$ cat config.mk
export PLATFORM = sky130hd
export DESIGN_NAME = irq_trig_detect
export DESIGN_NICKNAME = d
export VERILOG_FILES = /design/src/rtl/irq_trig_pkg.sv /design/src/rtl/irq_trig_cfg.sv /design/src/rtl/irq_trig_sense.sv /design/src/rtl/irq_trig_pend.sv /design/src/rtl/irq_trig_detect.sv
export SDC_FILE = /design/constraint.sdc
export NUM_CORES = 1
export LEC_CHECK = 0
export ABC_AREA = 1
export BUFFER_PORTS_ARGS = -buffer_cell sky130_fd_sc_hd__buf_4
export CAP_MARGIN = 20
export CORE_ASPECT_RATIO = 1.5
export CORE_UTILIZATION = 40
export CTS_BUF_LIST = sky130_fd_sc_hd__clkbuf_8 sky130_fd_sc_hd__clkbuf_16
export DETAILED_ROUTE_END_ITERATION = 10
export PLACE_DENSITY = 0.63
export SYNTH_ARGS = -nofsm -noshare
export SYNTH_HDL_FRONTEND = slang
export SYNTH_HIERARCHICAL = 1
export SYNTH_SLANG_ARGS = --single-unit
$ cat constraint.sdc
create_clock -name clk -period 1.1 [get_ports clk]
set_input_delay 0.22 -clock clk [delete_from_list [all_inputs] [get_ports clk]]
set_output_delay 0.22 -clock clk [all_outputs]
set_load 0.005 [all_outputs]
$ cat src/rtl/irq_trig_pkg.sv
package irq_trig_pkg;

  localparam int unsigned SRC_COUNT = 51;

  // Reset configuration, bit i belongs to source i.
  localparam logic [SRC_COUNT-1:0] SENSE_RST = 51'h1F07FFF8FFFF;
  localparam logic [SRC_COUNT-1:0] EVENT_RST = 51'h5F07FFF8FFFF;
  localparam logic [SRC_COUNT-1:0] DUAL_RST  = 51'h00F800070000;

  // Level value seen by a level source: polarity 1 passes the input through.
  function automatic logic lvl_bit(input logic cur, input logic pol);
    return ~(cur ^ pol);
  endfunction

  // Transition detector for one source.
  function automatic logic edge_bit(input logic prev, input logic cur,
                                    input logic pol, input logic both);
    if (both)     return prev ^ cur;
    else if (pol) return ~prev & cur;
    else          return prev & ~cur;
  endfunction

  // Next pending value: level follows, edge latches, a new edge beats a clear.
  function automatic logic pend_bit(input logic held, input logic sense,
                                    input logic lvl, input logic edg,
                                    input logic clr);
    if (sense) return lvl;
    return edg | (held & ~clr);
  endfunction

endpackage

$ cat src/rtl/irq_trig_cfg.sv
module irq_trig_cfg #(
  parameter int unsigned NUM_SRC = 51,
  parameter logic [NUM_SRC-1:0] SENSE_INIT = '0,
  parameter logic [NUM_SRC-1:0] EVENT_INIT = '0,
  parameter logic [NUM_SRC-1:0] DUAL_INIT  = '0
) (
  input  logic               clk,
  input  logic               rst_n,
  input  logic               load,
  input  logic [NUM_SRC-1:0] sense_d,
  input  logic [NUM_SRC-1:0] event_d,
  input  logic [NUM_SRC-1:0] dual_d,
  output logic [NUM_SRC-1:0] sense_q,
  output logic [NUM_SRC-1:0] event_q,
  output logic [NUM_SRC-1:0] dual_q
);

  always_ff @(posedge clk or negedge rst_n) begin
    if (!rst_n) begin
      sense_q <= SENSE_INIT;
      event_q <= EVENT_INIT;
      dual_q  <= DUAL_INIT;
    end else if (load) begin
      sense_q <= sense_d;
      event_q <= event_d;
      dual_q  <= dual_d;
    end
  end

  logic armed;
  always_ff @(posedge clk or negedge rst_n) begin
    if (!rst_n) armed <= 1'b0;
    else        armed <= 1'b1;
  end

  assert_cfg_load_R12: assert property (@(posedge clk) disable iff (!rst_n || !armed)
    $past(load) |-> (sense_q == $past(sense_d) && event_q == $past(event_d)
                     && dual_q == $past(dual_d)));

  assert_cfg_hold_R12: assert property (@(posedge clk) disable iff (!rst_n || !armed)
    !$past(load) |-> ($stable(sense_q) && $stable(event_q) && $stable(dual_q)));

endmodule

$ cat src/rtl/irq_trig_sense.sv
module irq_trig_sense
  import irq_trig_pkg::*;
#(
  parameter int unsigned NUM_SRC = 51
) (
  input  logic               clk,
  input  logic               rst_n,
  input  logic [NUM_SRC-1:0] src,
  input  logic [NUM_SRC-1:0] pol,
  input  logic [NUM_SRC-1:0] both,
  output logic [NUM_SRC-1:0] prev_q,
  output logic [NUM_SRC-1:0] lvl_val,
  output logic [NUM_SRC-1:0] edge_hit
);

  // Previous level is refreshed every clock regardless of configuration.
  always_ff @(posedge clk or negedge rst_n) begin
    if (!rst_n) prev_q <= '0;
    else        prev_q <= src;
  end

  for (genvar i = 0; i < NUM_SRC; i++) begin : g_src
    assign lvl_val[i]  = lvl_bit(src[i], pol[i]);
    assign edge_hit[i] = edge_bit(prev_q[i], src[i], pol[i], both[i]);
  end

  logic armed;
  always_ff @(posedge clk or negedge rst_n) begin
    if (!rst_n) armed <= 1'b0;
    else        armed <= 1'b1;
  end

  assert_prev_tracks_R8: assert property (@(posedge clk) disable iff (!rst_n || !armed)
    prev_q == $past(src));

endmodule

$ cat src/rtl/irq_trig_pend.sv
module irq_trig_pend
  import irq_trig_pkg::*;
#(
  parameter int unsigned NUM_SRC = 51
) (
  input  logic               clk,
  input  logic               rst_n,
  input  logic [NUM_SRC-1:0] sense,
  input  logic [NUM_SRC-1:0] lvl_val,
  input  logic [NUM_SRC-1:0] edge_hit,
  input  logic [NUM_SRC-1:0] clr,
  output logic [NUM_SRC-1:0] raw_q
);

  logic [NUM_SRC-1:0] raw_next;

  for (genvar i = 0; i < NUM_SRC; i++) begin : g_bit
    assign raw_next[i] = pend_bit(raw_q[i], sense[i], lvl_val[i], edge_hit[i], clr[i]);
  end

  always_ff @(posedge clk or negedge rst_n) begin
    if (!rst_n) raw_q <= '0;
    else        raw_q <= raw_next;
  end

  logic armed;
  always_ff @(posedge clk or negedge rst_n) begin
    if (!rst_n) armed <= 1'b0;
    else        armed <= 1'b1;
  end

  // Uncleared edge bits never drop.
  assert_edge_sticky_R7: assert property (@(posedge clk) disable iff (!rst_n || !armed)
    (($past(raw_q) & ~$past(sense) & ~$past(clr)) & ~raw_q) == '0);

  // A clear with no coincident edge empties an edge bit.
  assert_clear_edge_R9: assert property (@(posedge clk) disable iff (!rst_n || !armed)
    (($past(clr) & ~$past(sense) & ~$past(edge_hit)) & raw_q) == '0);

  // A detected edge always lands, clear or not.
  assert_edge_wins_R10: assert property (@(posedge clk) disable iff (!rst_n || !armed)
    (($past(edge_hit) & ~$past(sense)) & ~raw_q) == '0);

endmodule

$ cat src/rtl/irq_trig_detect.sv
module irq_trig_detect
  import irq_trig_pkg::*;
#(
  parameter int unsigned NUM_SRC = SRC_COUNT,
  parameter logic [NUM_SRC-1:0] SENSE_INIT = NUM_SRC'(SENSE_RST),
  parameter logic [NUM_SRC-1:0] EVENT_INIT = NUM_SRC'(EVENT_RST),
  parameter logic [NUM_SRC-1:0] DUAL_INIT  = NUM_SRC'(DUAL_RST)
) (
  input  logic               clk,
  input  logic               rst_n,
  input  logic [NUM_SRC-1:0] irq_in,
  input  logic [NUM_SRC-1:0] clr_pend,
  input  logic               cfg_load,
  input  logic [NUM_SRC-1:0] cfg_sense,
  input  logic [NUM_SRC-1:0] cfg_event,
  input  logic [NUM_SRC-1:0] cfg_dual,
  output logic [NUM_SRC-1:0] raw_pend
);

  logic [NUM_SRC-1:0] sense_q, event_q, dual_q;
  logic [NUM_SRC-1:0] prev_q, lvl_val, edge_hit;

  irq_trig_cfg #(
    .NUM_SRC(NUM_SRC), .SENSE_INIT(SENSE_INIT),
    .EVENT_INIT(EVENT_INIT), .DUAL_INIT(DUAL_INIT)
  ) u_cfg (
    .clk(clk), .rst_n(rst_n), .load(cfg_load),
    .sense_d(cfg_sense), .event_d(cfg_event), .dual_d(cfg_dual),
    .sense_q(sense_q), .event_q(event_q), .dual_q(dual_q)
  );

  irq_trig_sense #(.NUM_SRC(NUM_SRC)) u_sense (
    .clk(clk), .rst_n(rst_n), .src(irq_in), .pol(event_q), .both(dual_q),
    .prev_q(prev_q), .lvl_val(lvl_val), .edge_hit(edge_hit)
  );

  irq_trig_pend #(.NUM_SRC(NUM_SRC)) u_pend (
    .clk(clk), .rst_n(rst_n), .sense(sense_q), .lvl_val(lvl_val),
    .edge_hit(edge_hit), .clr(clr_pend), .raw_q(raw_pend)
  );

  logic armed;
  always_ff @(posedge clk or negedge rst_n) begin
    if (!rst_n) armed <= 1'b0;
    else        armed <= 1'b1;
  end

  // Level sources track the input through their polarity (R2 high, R3 low).
  assert_level_follow_R2: assert property (@(posedge clk) disable iff (!rst_n || !armed)
    ((raw_pend ^ ($past(irq_in) ~^ $past(event_q))) & $past(sense_q)) == '0);

endmodule

==> metrics.txt <==
# TYPE chip_impl_metric gauge
chip_impl_metric{name="met3WireLength",unit="um"} 1756
chip_impl_metric{name="critPathBufInv",unit=""} 1
chip_impl_metric{name="detail_route.wirelength.met1",unit="um"} 14290
chip_impl_metric{name="grt.total_usage",unit="%"} 21.05
chip_impl_metric{name="total_leakage_power",unit="nW"} 11.59
chip_impl_metric{name="io-pin-count",unit=""} 309
chip_impl_info{name="synth.top_cells.by_area",value="dfrtp_1 31%, nand2_1 18%, dfstp_2 16%"} 1
chip_impl_metric{name="postSynthCellCount",unit=""} 1768
chip_impl_metric{name="cts_sinks",unit=""} 255
chip_impl_metric{name="timing.max_slew.rel_slack",unit="%"} 73.37
chip_impl_metric{name="overflow",unit=""} 0
chip_impl_info{name="crit_path_kind",value="flop to primary output"} 1
chip_impl_metric{name="vias_in_the_first_global_route",unit=""} 13480
chip_impl_metric{name="area_fraction_of_the_dominant_cell_type_after_synthesis",unit="%"} 30.83
chip_impl_metric{name="cts_made_buffers",unit=""} 29
chip_impl_info{name="synth_most_common_cell",value="nand2_1"} 1
chip_impl_metric{name="syn-mean-instance-area",unit="sq um"} 7.896
chip_impl_metric{name="die_height",unit="um"} 230.8
chip_impl_metric{name="postRouteWirelength",unit="um"} 37430
chip_impl_info{name="outcome",value="finished with violations"} 1
chip_impl_metric{name="drtIter0Drc",unit=""} 466
chip_impl_metric{name="yosys_warnings",unit=""} 6
chip_impl_metric{name="grt_start_max_net_pins",unit=""} 82
chip_impl_metric{name="placed_area",unit="sq um"} 17250
chip_impl_metric{name="numnets_final",unit=""} 2770
chip_impl_metric{name="fmax",unit="MHz"} 753.3
chip_impl_info{name="critPathTopFamily",value="flip-flops"} 1
chip_impl_metric{name="chipWidth",unit="um"} 154.5
chip_impl_metric{name="drtAntennaViolNets",unit=""} 0
chip_impl_metric{name="cts-root-to-sink-buffers",unit=""} 3
chip_impl_metric{name="via_count",unit=""} 12740
chip_impl_metric{name="setup_tns",unit="ns"} -11.64
chip_impl_info{name="worst_setup_path_end_kind",value="primary output"} 1
chip_impl_info{name="ctsRootBufferMaster",value="clkbuf_16"} 1
chip_impl_metric{name="yosysSeqAreaShare",unit="%"} 46.46
chip_impl_metric{name="routedWlPerCell",unit="um"} 13.10
chip_impl_info{name="netlist_top_cells_count",value="663 x nand2_1, 408 x inv_1, 172 x dfrtp_1"} 1
chip_impl_metric{name="place.detailed.instances",unit=""} 2532
chip_impl_metric{name="postSynthRegisterBits",unit=""} 255
chip_impl_metric{name="clkSlewWorstSetupHoldPaths",unit="ns"} 0.07
chip_impl_metric{name="synth.lib_cells_used.distinct",unit=""} 15
chip_impl_metric{name="final.setup_skew",unit="ns"} 0.008893
chip_impl_metric{name="number_of_enable_flip_flop_cells_after_synthesis",unit=""} 0
chip_impl_metric{name="power_density",unit="nW/um^2"} 1286
chip_impl_info{name="critical_path.cell_chain",value="buf_6"} 1
chip_impl_metric{name="timing.hold.ws",unit="ns"} 0.008080
chip_impl_metric{name="layout.cell_area.non_filler",unit="sq um"} 21140
chip_impl_metric{name="final_critical_path_setup_slack",unit="ns"} -0.2275
chip_impl_metric{name="finish.utilization",unit="%"} 61.68
chip_impl_metric{name="first_pass_grt_wire_length",unit="um"} 61020
chip_impl_metric{name="post-route-drc-count",unit=""} 0
chip_impl_metric{name="drt_pass1_iterations",unit=""} 5
chip_impl_metric{name="avgViaCountPerCell",unit=""} 4.458
chip_impl_metric{name="portBuffers",unit=""} 308
chip_impl_info{name="maxUsedRoutingLayer",value="met4"} 1
chip_impl_metric{name="detailedPlace.worstSlack",unit="ns"} -0.08121
chip_impl_metric{name="dpl.hpwl",unit="um"} 24540
chip_impl_info{name="rsz0062_at_grt",value="yes"} 1
chip_impl_info{name="class_of_the_tightest_hold_or_removal_check",value="input port to flop"} 1
chip_impl_metric{name="final-instance-count-excl-fill",unit=""} 2858
chip_impl_metric{name="path_max_fanout",unit=""} 2
chip_impl_metric{name="fp.dieArea",unit="sq um"} 35670
chip_impl_metric{name="arrival",unit="ns"} 1.11
chip_impl_metric{name="post_route_cells_drive_above_1_share",unit="%"} 25.83
chip_impl_metric{name="h-tree-depth",unit=""} 1
chip_impl_metric{name="core_area",unit="sq um"} 34270
chip_impl_metric{name="antenna_found_initial",unit=""} 2
chip_impl_metric{name="synthesized_netlist_net_count",unit=""} 2128
chip_impl_metric{name="gp_congestion",unit=""} 0.7851
chip_impl_metric{name="finalSetupViolations",unit=""} 102
chip_impl_metric{name="slew_viol_final",unit=""} 0
chip_impl_metric{name="starting_density",unit="%"} 40.73
chip_impl_info{name="crit_path_start_kind",value="flop"} 1
chip_impl_metric{name="report.power.total",unit="mW"} 27.18
chip_impl_metric{name="syn-cell-area",unit="sq um"} 13960
chip_impl_info{name="synth_flop_cell",value="dfrtp_1"} 1
chip_impl_metric{name="final_hold_fails",unit=""} 0
chip_impl_info{name="failed_checks",value="setup timing"} 1
chip_impl_metric{name="number_of_max_cap_violations",unit=""} 0
chip_impl_metric{name="synth-async-reset-ratio",unit="%"} 100.0
chip_impl_metric{name="post_route_clock_period_utilization",unit="%"} 120.7
chip_impl_metric{name="ir_worst_vdd",unit="mV"} 1.005
chip_impl_metric{name="timing.final.crit_period",unit="ns"} 1.328
chip_impl_metric{name="route.met2.wl",unit="um"} 19720
chip_impl_info{name="netlist.top_cell.by_area",value="dfrtp_1"} 1
chip_impl_info{name="worst_path_max_delay_cell",value="dfrtp_1"} 1
chip_impl_metric{name="cp_data_required_time",unit="ns"} 0.88
chip_impl_metric{name="worstSkewPairLatency",unit="ns"} 0.54
chip_impl_info{name="cts_tree",value="built"} 1
chip_impl_metric{name="critical_path.max_stage_delay",unit="ns"} 0.43
chip_impl_metric{name="tightestPinTransition",unit="ns"} 0.3994
chip_impl_metric{name="rrSetupSlack",unit="ns"} -0.17
chip_impl_metric{name="area_delta_synth_final",unit="%"} 51.42
chip_impl_metric{name="site_row_count",unit=""} 83
==> report_power, final <==
group	switching [mW]	total [mW]	internal, mW
clock network	3.92	9.80	5.88
registers	0.782	11.3	10.6
logic	2.65	6.04	3.39
==> registers in the layout, indices dropped and copies added, names as in the netlist <==
register and flops:
u_cfg/dual_q 51, u_sense/prev_q 51, u_pend/raw_q 51, u_cfg/event_q 51, u_cfg/sense_q 51
==> cell usage in the layout (no fill, tap or decap) <==
cell            netlist  layout
nor2_1               51      40
nor2_2               51      62
clkbuf_8              0       6
inv_4                 1       1
buf_4                 9     321
dlygate4sd3_1         0     254
inv_1               408     416
inv_6                 0       1
clkbuf_16             0      29
or2_0                51      51
ha_1                102     102
bufinv_16             0       3
dlymetal6s4s_1        0       3
clkinv_4              0       1
buf_8                 0       1
dfrtp_1             172     172
buf_6                 1      53
xnor2_1              51      51
clkinv_2              0       4
dfstp_2              83      83
buf_12                0      12
diode_2               0       2
nand3_1              51      51
a21oi_2              51      51
nand2_1             663     663
==> path summary, 6_finish.rpt <==
check,from,to,depth (start not counted)
setup / recovery,u_pend/raw_q[26]$_DFF_PN0_,raw_pend[26],1
min in group asynchronous,rst_n,u_cfg/dual_q[9]$_DFFE_PN0P_,2
max in group asynchronous,rst_n,u_cfg/sense_q[6]$_DFFE_PN1P_,3
setup reg to reg,u_sense/prev_q[50]$_DFF_PN0_,u_pend/raw_q[50]$_DFF_PN0_,5
hold reg to reg,u_cfg/dual_q[37]$_DFFE_PN1P_,u_cfg/dual_q[37]$_DFFE_PN1P_,2
hold / removal,irq_in[50],u_sense/prev_q[50]$_DFF_PN0_,2
==> kinds of logic (layout without fill, tap and decap cells) <==
group / count (synthesis) / after routing / share of synthesized area, %
AND/OR/NAND/NOR: 867 / 867 / 25.60
buffers and inverters: 442 / 1105 / 12.40
flip-flops: 255 / 255 / 46.46
adder cells (fa/ha/maj): 102 / 102 / 9.142
AO/OA/AOI/OAI: 51 / 51 / 3.200
XOR/XNOR: 51 / 51 / 3.200
other: 0 / 2 / 0
==> timing repair <==
action	CTS	global route
buffers inserted	4	11
hold buffers	257	0
resized for setup	51	16
setup endpoints to repair	102	102
hold endpoints to repair	434	0
pin swaps	48	23
==> per-layer routing <==
metal,up-vias,GRT usage [%]
met5,-,0
met4,0,10.49
met3,107,3.510
met2,305,40.12
met1,5968,22.00
li1,6361,-
==> final cells by class <==
cell class                      count  area (sq um)
Tap cell                          425         531.8
Clock inverter                     17         157.7
Sequential cell                   255          6485
Fill cell                        2835         13130
Inverter                          409          1538
Multi-Input combinational cell   1071          5771
Clock buffer                       35         808.3
Timing Repair Buffer              644          5842
Antenna cell                        2         5.005
(Power assumes the default switching activity.)
